**src/rtl/adc_rd_pkg.sv**
```systemverilog
package adc_rd_pkg;

    localparam int WORD_W    = 32;
    localparam int CNT_W     = $clog2(WORD_W + 1);
    localparam int CHAN_W    = 3;
    localparam int MUX_W     = CHAN_W + 1;
    localparam int HDR_W     = 4;
    localparam int DATA_W    = WORD_W - HDR_W;
    localparam int POS_EOC   = WORD_W - 1;
    localparam int POS_TEST  = WORD_W - 2;
    localparam int POS_SIGN  = WORD_W - 3;
    localparam int POS_RANGE = WORD_W - 4;

    typedef enum logic [1:0] {
        ST_WAIT = 2'd0,
        ST_READ = 2'd1,
        ST_HOLD = 2'd2
    } rd_state_e;

    typedef struct packed {
        logic              eoc;
        logic              test;
        logic              sign;
        logic              range_ovr;
        logic [DATA_W-1:0] data;
        logic [CHAN_W-1:0] chan;
        logic              trunc;
    } rd_result_t;

    // Requested length mapped to 1..WORD_W
    function automatic logic [CNT_W-1:0] eff_len(input logic [CNT_W-1:0] req);
        if (req == '0 || req > CNT_W'(WORD_W))
            return CNT_W'(WORD_W);
        return req;
    endfunction

    // Switch word: enable first, then channel MSB first; zero when not programmable
    function automatic logic [MUX_W-1:0] mux_word(input logic              en,
                                                  input logic [CNT_W-1:0]  len,
                                                  input logic [CHAN_W-1:0] ch);
        if (en && len >= CNT_W'(MUX_W))
            return {1'b1, ch};
        return '0;
    endfunction

    function automatic rd_result_t unpack_word(input logic [WORD_W-1:0] w,
                                               input logic [CHAN_W-1:0] ch,
                                               input logic              trunc);
        rd_result_t r;
        r.eoc       = w[POS_EOC];
        r.test      = w[POS_TEST];
        r.sign      = w[POS_SIGN];
        r.range_ovr = w[POS_RANGE];
        r.data      = w[DATA_W-1:0];
        r.chan      = ch;
        r.trunc     = trunc;
        return r;
    endfunction

endpackage

```
**src/rtl/adc_rd_sync.sv**
```systemverilog
module adc_rd_sync #(
    parameter int               STAGES  = 2,
    parameter int               WIDTH   = 2,
    parameter logic [WIDTH-1:0] RST_VAL = '1
) (
    input  logic             clk,
    input  logic             rst,
    input  logic [WIDTH-1:0] d_i,
    output logic [WIDTH-1:0] q_o
);
    logic [STAGES-1:0][WIDTH-1:0] chain_q;

    always_ff @(posedge clk) begin
        if (rst) begin
            chain_q <= {STAGES{RST_VAL}};
        end else begin
            chain_q[0] <= d_i;
            for (int s = 1; s < STAGES; s++) begin
                chain_q[s] <= chain_q[s-1];
            end
        end
    end

    assign q_o = chain_q[STAGES-1];
endmodule

```
**src/rtl/adc_rd_capture.sv**
```systemverilog
module adc_rd_capture #(
    parameter int WORD_W = 32,
    parameter int CNT_W  = 6
) (
    input  logic              clk,
    input  logic              rst,
    input  logic              clear_i,
    input  logic              shift_en_i,
    input  logic [CNT_W-1:0]  idx_i,
    input  logic              bit_i,
    output logic [WORD_W-1:0] word_nxt_o
);
    logic [WORD_W-1:0] word_q;

    // Each bit position owns its own write select
    for (genvar b = 0; b < WORD_W; b++) begin : g_bit
        localparam logic [CNT_W-1:0] SLOT = CNT_W'(WORD_W - 1 - b);
        assign word_nxt_o[b] = (shift_en_i && idx_i == SLOT) ? bit_i : word_q[b];
    end

    always_ff @(posedge clk) begin
        if (rst || clear_i) begin
            word_q <= '0;
        end else begin
            word_q <= word_nxt_o;
        end
    end
endmodule

```
**src/rtl/adc_rd_mux_tx.sv**
```systemverilog
module adc_rd_mux_tx #(
    parameter int MUX_W = 4
) (
    input  logic             clk,
    input  logic             rst,
    input  logic             load_i,
    input  logic [MUX_W-1:0] word_i,
    input  logic             adv_i,
    input  logic             clr_i,
    output logic             din_o
);
    logic [MUX_W-1:0] sh_q;

    always_ff @(posedge clk) begin
        if (rst || clr_i) begin
            sh_q <= '0;
        end else if (load_i) begin
            sh_q <= word_i;
        end else if (adv_i) begin
            sh_q <= {sh_q[MUX_W-2:0], 1'b0};
        end
    end

    assign din_o = sh_q[MUX_W-1];
endmodule

```
**src/rtl/adc_mux_reader.sv**
```systemverilog
module adc_mux_reader
    import adc_rd_pkg::*;
#(
    parameter int SYNC_STAGES = 2,
    parameter int CS_HIGH_CYC = 4
) (
    input  logic              clk,
    input  logic              rst,
    input  logic              adc_sck_i,
    input  logic              adc_sdo_i,
    input  logic [CHAN_W-1:0] chan_req_i,
    input  logic              chan_en_i,
    input  logic [CNT_W-1:0]  rd_len_i,
    output logic              adc_cs_o,
    output logic              mux_cs_o,
    output logic              mux_din_o,
    output logic              res_valid_o,
    output logic              res_eoc_o,
    output logic              res_test_o,
    output logic              res_sign_o,
    output logic              res_range_o,
    output logic [DATA_W-1:0] res_data_o,
    output logic [CHAN_W-1:0] res_chan_o,
    output logic              res_trunc_o
);
    // Cycles after select falls before the data line is trusted again
    localparam int GUARD   = SYNC_STAGES + 1;
    localparam int TMR_MAX = (CS_HIGH_CYC > GUARD) ? CS_HIGH_CYC : GUARD;
    localparam int TMR_W   = $clog2(TMR_MAX + 1);

    logic [1:0]        sync_q;
    logic              sck_sy, sdo_sy, sck_d, sck_rise;
    rd_state_e         state_q;
    logic [CNT_W-1:0]  bit_cnt_q, len_q;
    logic [TMR_W-1:0]  tmr_q;
    logic [CHAN_W-1:0] conv_chan_q, pend_chan_q;
    logic              pend_ok_q;
    logic              adc_cs_q, mux_cs_q, valid_q;
    rd_result_t        res_q;
    logic              start, finish, shift_en;
    logic [CNT_W-1:0]  req_len;
    logic [MUX_W-1:0]  req_word;
    logic [WORD_W-1:0] word_nxt;

    adc_rd_sync #(
        .STAGES  (SYNC_STAGES),
        .WIDTH   (2),
        .RST_VAL (2'b11)
    ) u_sync (
        .clk (clk),
        .rst (rst),
        .d_i ({adc_sck_i, adc_sdo_i}),
        .q_o (sync_q)
    );

    assign sck_sy = sync_q[1];
    assign sdo_sy = sync_q[0];

    always_ff @(posedge clk) begin
        if (rst) sck_d <= 1'b1;
        else     sck_d <= sck_sy;
    end

    assign sck_rise = sck_sy && !sck_d;
    assign req_len  = eff_len(rd_len_i);
    assign req_word = mux_word(chan_en_i, req_len, chan_req_i);
    assign start    = (state_q == ST_WAIT) && (tmr_q >= TMR_W'(GUARD)) && !sdo_sy;
    assign shift_en = (state_q == ST_READ) && sck_rise;
    assign finish   = shift_en && (bit_cnt_q == len_q - CNT_W'(1));

    adc_rd_capture #(
        .WORD_W (WORD_W),
        .CNT_W  (CNT_W)
    ) u_capture (
        .clk        (clk),
        .rst        (rst),
        .clear_i    (state_q == ST_WAIT),
        .shift_en_i (shift_en),
        .idx_i      (bit_cnt_q),
        .bit_i      (sdo_sy),
        .word_nxt_o (word_nxt)
    );

    adc_rd_mux_tx #(
        .MUX_W (MUX_W)
    ) u_mux_tx (
        .clk    (clk),
        .rst    (rst),
        .load_i (start),
        .word_i (req_word),
        .adv_i  (shift_en),
        .clr_i  (finish),
        .din_o  (mux_din_o)
    );

    always_ff @(posedge clk) begin
        if (rst) begin
            state_q     <= ST_WAIT;
            bit_cnt_q   <= '0;
            len_q       <= CNT_W'(WORD_W);
            tmr_q       <= '0;
            conv_chan_q <= '0;
            pend_chan_q <= '0;
            pend_ok_q   <= 1'b0;
            adc_cs_q    <= 1'b0;
            mux_cs_q    <= 1'b1;
            valid_q     <= 1'b0;
            res_q       <= '0;
        end else begin
            valid_q <= 1'b0;
            unique case (state_q)
                ST_WAIT: begin
                    if (start) begin
                        state_q     <= ST_READ;
                        bit_cnt_q   <= '0;
                        len_q       <= req_len;
                        pend_chan_q <= chan_req_i;
                        pend_ok_q   <= req_word[MUX_W-1];
                    end else if (tmr_q < TMR_W'(GUARD)) begin
                        tmr_q <= tmr_q + TMR_W'(1);
                    end
                end
                ST_READ: begin
                    if (shift_en) begin
                        bit_cnt_q <= bit_cnt_q + CNT_W'(1);
                    end
                    if (finish) begin
                        state_q  <= ST_HOLD;
                        tmr_q    <= '0;
                        adc_cs_q <= 1'b1;
                        mux_cs_q <= 1'b0;
                        valid_q  <= 1'b1;
                        res_q    <= unpack_word(word_nxt, conv_chan_q,
                                                len_q != CNT_W'(WORD_W));
                        if (pend_ok_q) conv_chan_q <= pend_chan_q;
                    end
                end
                ST_HOLD: begin
                    if (tmr_q == TMR_W'(CS_HIGH_CYC - 1)) begin
                        state_q  <= ST_WAIT;
                        tmr_q    <= '0;
                        adc_cs_q <= 1'b0;
                        mux_cs_q <= 1'b1;
                    end else begin
                        tmr_q <= tmr_q + TMR_W'(1);
                    end
                end
                default: state_q <= ST_WAIT;
            endcase
        end
    end

    assign adc_cs_o    = adc_cs_q;
    assign mux_cs_o    = mux_cs_q;
    assign res_valid_o = valid_q;
    assign res_eoc_o   = res_q.eoc;
    assign res_test_o  = res_q.test;
    assign res_sign_o  = res_q.sign;
    assign res_range_o = res_q.range_ovr;
    assign res_data_o  = res_q.data;
    assign res_chan_o  = res_q.chan;
    assign res_trunc_o = res_q.trunc;
endmodule

```
**config.mk**
```make
export PLATFORM = sky130hd
export DESIGN_NAME = adc_mux_reader
export DESIGN_NICKNAME = d
export VERILOG_FILES = /design/src/rtl/adc_rd_pkg.sv /design/src/rtl/adc_rd_sync.sv /design/src/rtl/adc_rd_capture.sv /design/src/rtl/adc_rd_mux_tx.sv /design/src/rtl/adc_mux_reader.sv
export SDC_FILE = /design/constraint.sdc
export NUM_CORES = 1
export LEC_CHECK = 0
export BUFFER_PORTS_ARGS = -buffer_cell sky130_fd_sc_hd__buf_2
export CELL_PAD_IN_SITES_DETAIL_PLACEMENT = 1
export CELL_PAD_IN_SITES_GLOBAL_PLACEMENT = 2
export CORE_MARGIN = 4
export CORE_UTILIZATION = 35
export DETAILED_ROUTE_END_ITERATION = 8
export PLACE_DENSITY = 0.85
export SLEW_MARGIN = 15
export SYNTH_ARGS = -nofsm -noshare
export SYNTH_HDL_FRONTEND = slang
export SYNTH_SLANG_ARGS = --single-unit
export TNS_END_PERCENT = 1
```
**constraint.sdc**
```tcl
create_clock -name clk -period 5.9 [get_ports clk]
set_input_delay 0.295 -clock clk [delete_from_list [all_inputs] [get_ports clk]]
set_output_delay 0.295 -clock clk [all_outputs]
set_load 0.1 [all_outputs]
```
==> results.sh <==
export IMPL_status="finished clean"
export IMPL_die_w_um=124
export IMPL_use_met3_pct=2.45
export IMPL_vias_per_cell=5.27
export IMPL_startpoint_type="register"
export IMPL_final_area_sq_um=5340
export IMPL_cp_end_kind="register"
export IMPL_min_period_ps=3050
export IMPL_leakagePower_nw=1.95
export IMPL_postCtsSetupBuffers=0
export IMPL_die_y_um=124
export IMPL_routabilityCongestion=0.771
export IMPL_drv_cap=0
export IMPL_postLayoutCoreUtil_pct=40.4
export IMPL_power_density_nw_per_um2=291
export IMPL_track_usage_pct=16.2
export IMPL_holdBufCountCts=0
export IMPL_dp_hpwl_um=8240
export IMPL_totalWireLength_um=12000
export IMPL_cts_repair_resized=0
export IMPL_placed_area_sq_um=5010
export IMPL_htreeDepth=3
export IMPL_period_share_pct=51.6
export IMPL_grt_pass1_vias=3883
export IMPL_tightestPinTransition_ps=986
export IMPL_synth_edf_count=0
export IMPL_fmax_ghz=0.328
export IMPL_initial_utilization_pct=35.7
export IMPL_cp_required_ps=6150
export IMPL_swShare_pct=25.5
export IMPL_combPwrFrac_pct=9.7
export IMPL_p_seq_share_pct=47.3
export IMPL_drc=0
export IMPL_syn_num_nets=533
export IMPL_numPortBuffers=53
export IMPL_critical_path_max_fanout=28
export IMPL_row_count=42
export IMPL_via_count=3773
export IMPL_fin_setup_tns_ps=0
export IMPL_placed_cells=700
export IMPL_ys_ff_latch=104
export IMPL_dieArea_sq_um=15400
export IMPL_p_sw_mw=0.397
export IMPL_grt_met2_usage_pct=26.1
export IMPL_core_sq_um=13200
export IMPL_setup_viol=0
export IMPL_finalNonFillerCells=716
export IMPL_synth_ff_type="dfxtp_1"
export IMPL_clock_path_buffers=2
export IMPL_antenna_found_initial=0
export IMPL_preCtsSetupSlack_ps=2850
export IMPL_drive_above_1_share_pct=19.8
export IMPL_synthToLayoutAreaGrowth_pct=13.2
export IMPL_grtUsageMet1_pct=21.2
export IMPL_numCtsBuffers=9
export IMPL_clkTransAtPathRegs_ps=70
export IMPL_drt_initial_drc_count=183
export IMPL_critPathKind="reg -> reg"
export IMPL_ir_worst_vdd_uv=160
export IMPL_syn_cell_area_sq_um=4720
export IMPL_insertion_delay_ps=350
export IMPL_rsz0062_at_grt="false"
export IMPL_top_usage_layer="met2"
export IMPL_holdWs_ps=115
export IMPL_io_pins=54
export IMPL_grt_pass1_wl_um=19600
export IMPL_yosysUniqueCellTypes=55
export IMPL_maxSlewHeadroom_pct=34.3
export IMPL_total_power_mw=1.56
export IMPL_worst_slack_ps=2850
export IMPL_ys_warn_count=0
export IMPL_synthArstFlopShare_pct=0
export IMPL_pwr_share_clk_pct=43.1
export IMPL_hold_path_class="in -> reg"
export IMPL_internal_power_mw=1.16
export IMPL_maxSlewViolCount=0
export IMPL_clock_sinks=104
export IMPL_diodes=0
export IMPL_cts_root_buf="clkbuf_16"
export IMPL_grt_ovfl_total=0
export IMPL_avgRoutedWirePerCell_um=16.7
export IMPL_synth_seq_area_share_pct=44.1
export IMPL_ant_nets=0
export IMPL_grt_max_degree=69
export IMPL_cp_data_arrival_time_ps=3300
export IMPL_hold_violations=0
export IMPL_fin_nets=560
export IMPL_dr_pass1_iters=4
export IMPL_synthCells=508
export IMPL_syn_area_per_cell_sq_um=9.30
export IMPL_clock_skew_ps=10.3
export IMPL_fillers=1558
export IMPL_cts_tree="done"
## cell usage in the layout, fill, tap and decap left out, types with 2 or more instances in the layout
| cell type | instances |
|---|---|
| dfxtp_1 | 104 |
| a21oi_1 | 53 |
| buf_2 | 53 |
| nor2_1 | 52 |
| mux2i_1 | 38 |
| nand2_1 | 27 |
| a211oi_1 | 26 |
| nor3_1 | 20 |
| inv_1 | 19 |
| nand3_1 | 11 |
| ha_1 | 11 |
| a211oi_2 | 10 |
| clkbuf_16 | 9 |
| nand4_1 | 8 |
| o21ai_0 | 7 |
| nand3b_1 | 6 |
| xor2_1 | 6 |
| or2_2 | 6 |
| nand2b_1 | 5 |
| xnor2_1 | 5 |
| buf_4 | 5 |
| nor4_2 | 4 |
| nand4b_1 | 4 |
| or4_1 | 4 |
| or3_1 | 4 |
| and3_1 | 3 |
| a311oi_1 | 3 |
| a31o_2 | 3 |
| nor4_1 | 2 |
| a31oi_1 | 2 |
| inv_6 | 2 |
| bufinv_16 | 2 |
## cell families after synthesis
kind of cell	synth area share [%]
muxes	8.29
and+or+nand+nor	19.7
buffers and inverters	6.54
adders and majority gates	2.91
xor gates and xnor gates	2.04
DFF	44.1
AOI/OAI and AO/OA	16.5
## area by class of cell
| cell class | count | area (sq um) | area share (%) |
|---|---|---|---|
| clock inverter | 6 | 97.6 | 1.83 |
| inverter | 19 | 71.3 | 1.33 |
| tap | 176 | 220 | 4.12 |
| sequential | 104 | 2080 | 39.0 |
| timing repair buffer | 58 | 303 | 5.67 |
| multi-input combinational | 343 | 2330 | 43.6 |
| clock buffer | 10 | 239 | 4.47 |
## synthesized netlist by cell type (all sizes together) (3+ instances only)
master | instances | area share, %
dfxtp | 104 | 44
xor2 | 6 | 1.1
and3 | 4 | 0.64
ha | 11 | 2.9
nor4 | 6 | 1.3
or4 | 4 | 0.64
nor2 | 53 | 4.6
mux2i | 38 | 8.1
or2 | 7 | 0.93
nand4b | 4 | 0.74
xnor2 | 5 | 0.93
nand2 | 27 | 2.1
a211oi | 36 | 6.8
a311oi | 3 | 0.56
buf | 20 | 3.3
nand4 | 8 | 1.1
a31o | 3 | 0.56
a21oi | 53 | 5.6
inv | 19 | 1.5
clkbuf | 22 | 1.7
nor3 | 21 | 2.3
or3 | 5 | 0.77
nand3 | 12 | 1.5
nand3b | 7 | 1.4
nand2b | 5 | 0.66
o21ai | 8 | 0.85
## power by group through the flow
stage / clock, mW / sequential, mW / combinational (mW)
2_1_floorplan: 0 / 0.757 / 0.105
3_3_place_gp: 0 / 0.749 / 0.143
3_5_place_dp: 0 / 0.751 / 0.151
4_1_cts: 0.687 / 0.735 / 0.152
5_1_grt: 0.710 / 0.737 / 0.167
6_report: 0.670 / 0.735 / 0.150
## worst paths after layout
| path | end | depth (start not counted) | slack [ps] | startpoint |
|---|---|---|---|---|
| setup / recovery | conv_chan_q[2] | 6 | 2850 | bit_cnt_q[4] |
| hold / removal | u_sync.chain_q[0] | 2 | 120 | adc_sdo_i |
| setup reg to reg | conv_chan_q[2] | 6 | 2850 | bit_cnt_q[4] |
| hold reg to reg | u_sync.q_o[0] | 1 | 410 | u_sync.chain_q[0] |
## worst max-delay path: stages (launching register included)
cell,delay [ps]
dfxtp_1,860
xor2_1,280
a211o_1,180
nand3_1,650
buf_4,500
and3_1,230
a31o_2,240
## flip-flops by register name, indices dropped and copies added, names as in the netlist, 2 cells and up
register	flops
res_chan_o	3
res_data_o	28
pend_chan_q	3
len_q	6
conv_chan_q	3
state_q	2
tmr_q	3
u_mux_tx.sh_q	4
u_sync.q_o	2
u_sync.chain_q	2
bit_cnt_q	6
u_capture.word_q	32
## routing by layer
layer	wire, um	vias up
met2	5540	57
met4	272	0
li1	-	1864
met1	5820	1834
met5	0	-
met3	336	18
Note: power is estimated with default switching activity, not from simulation.
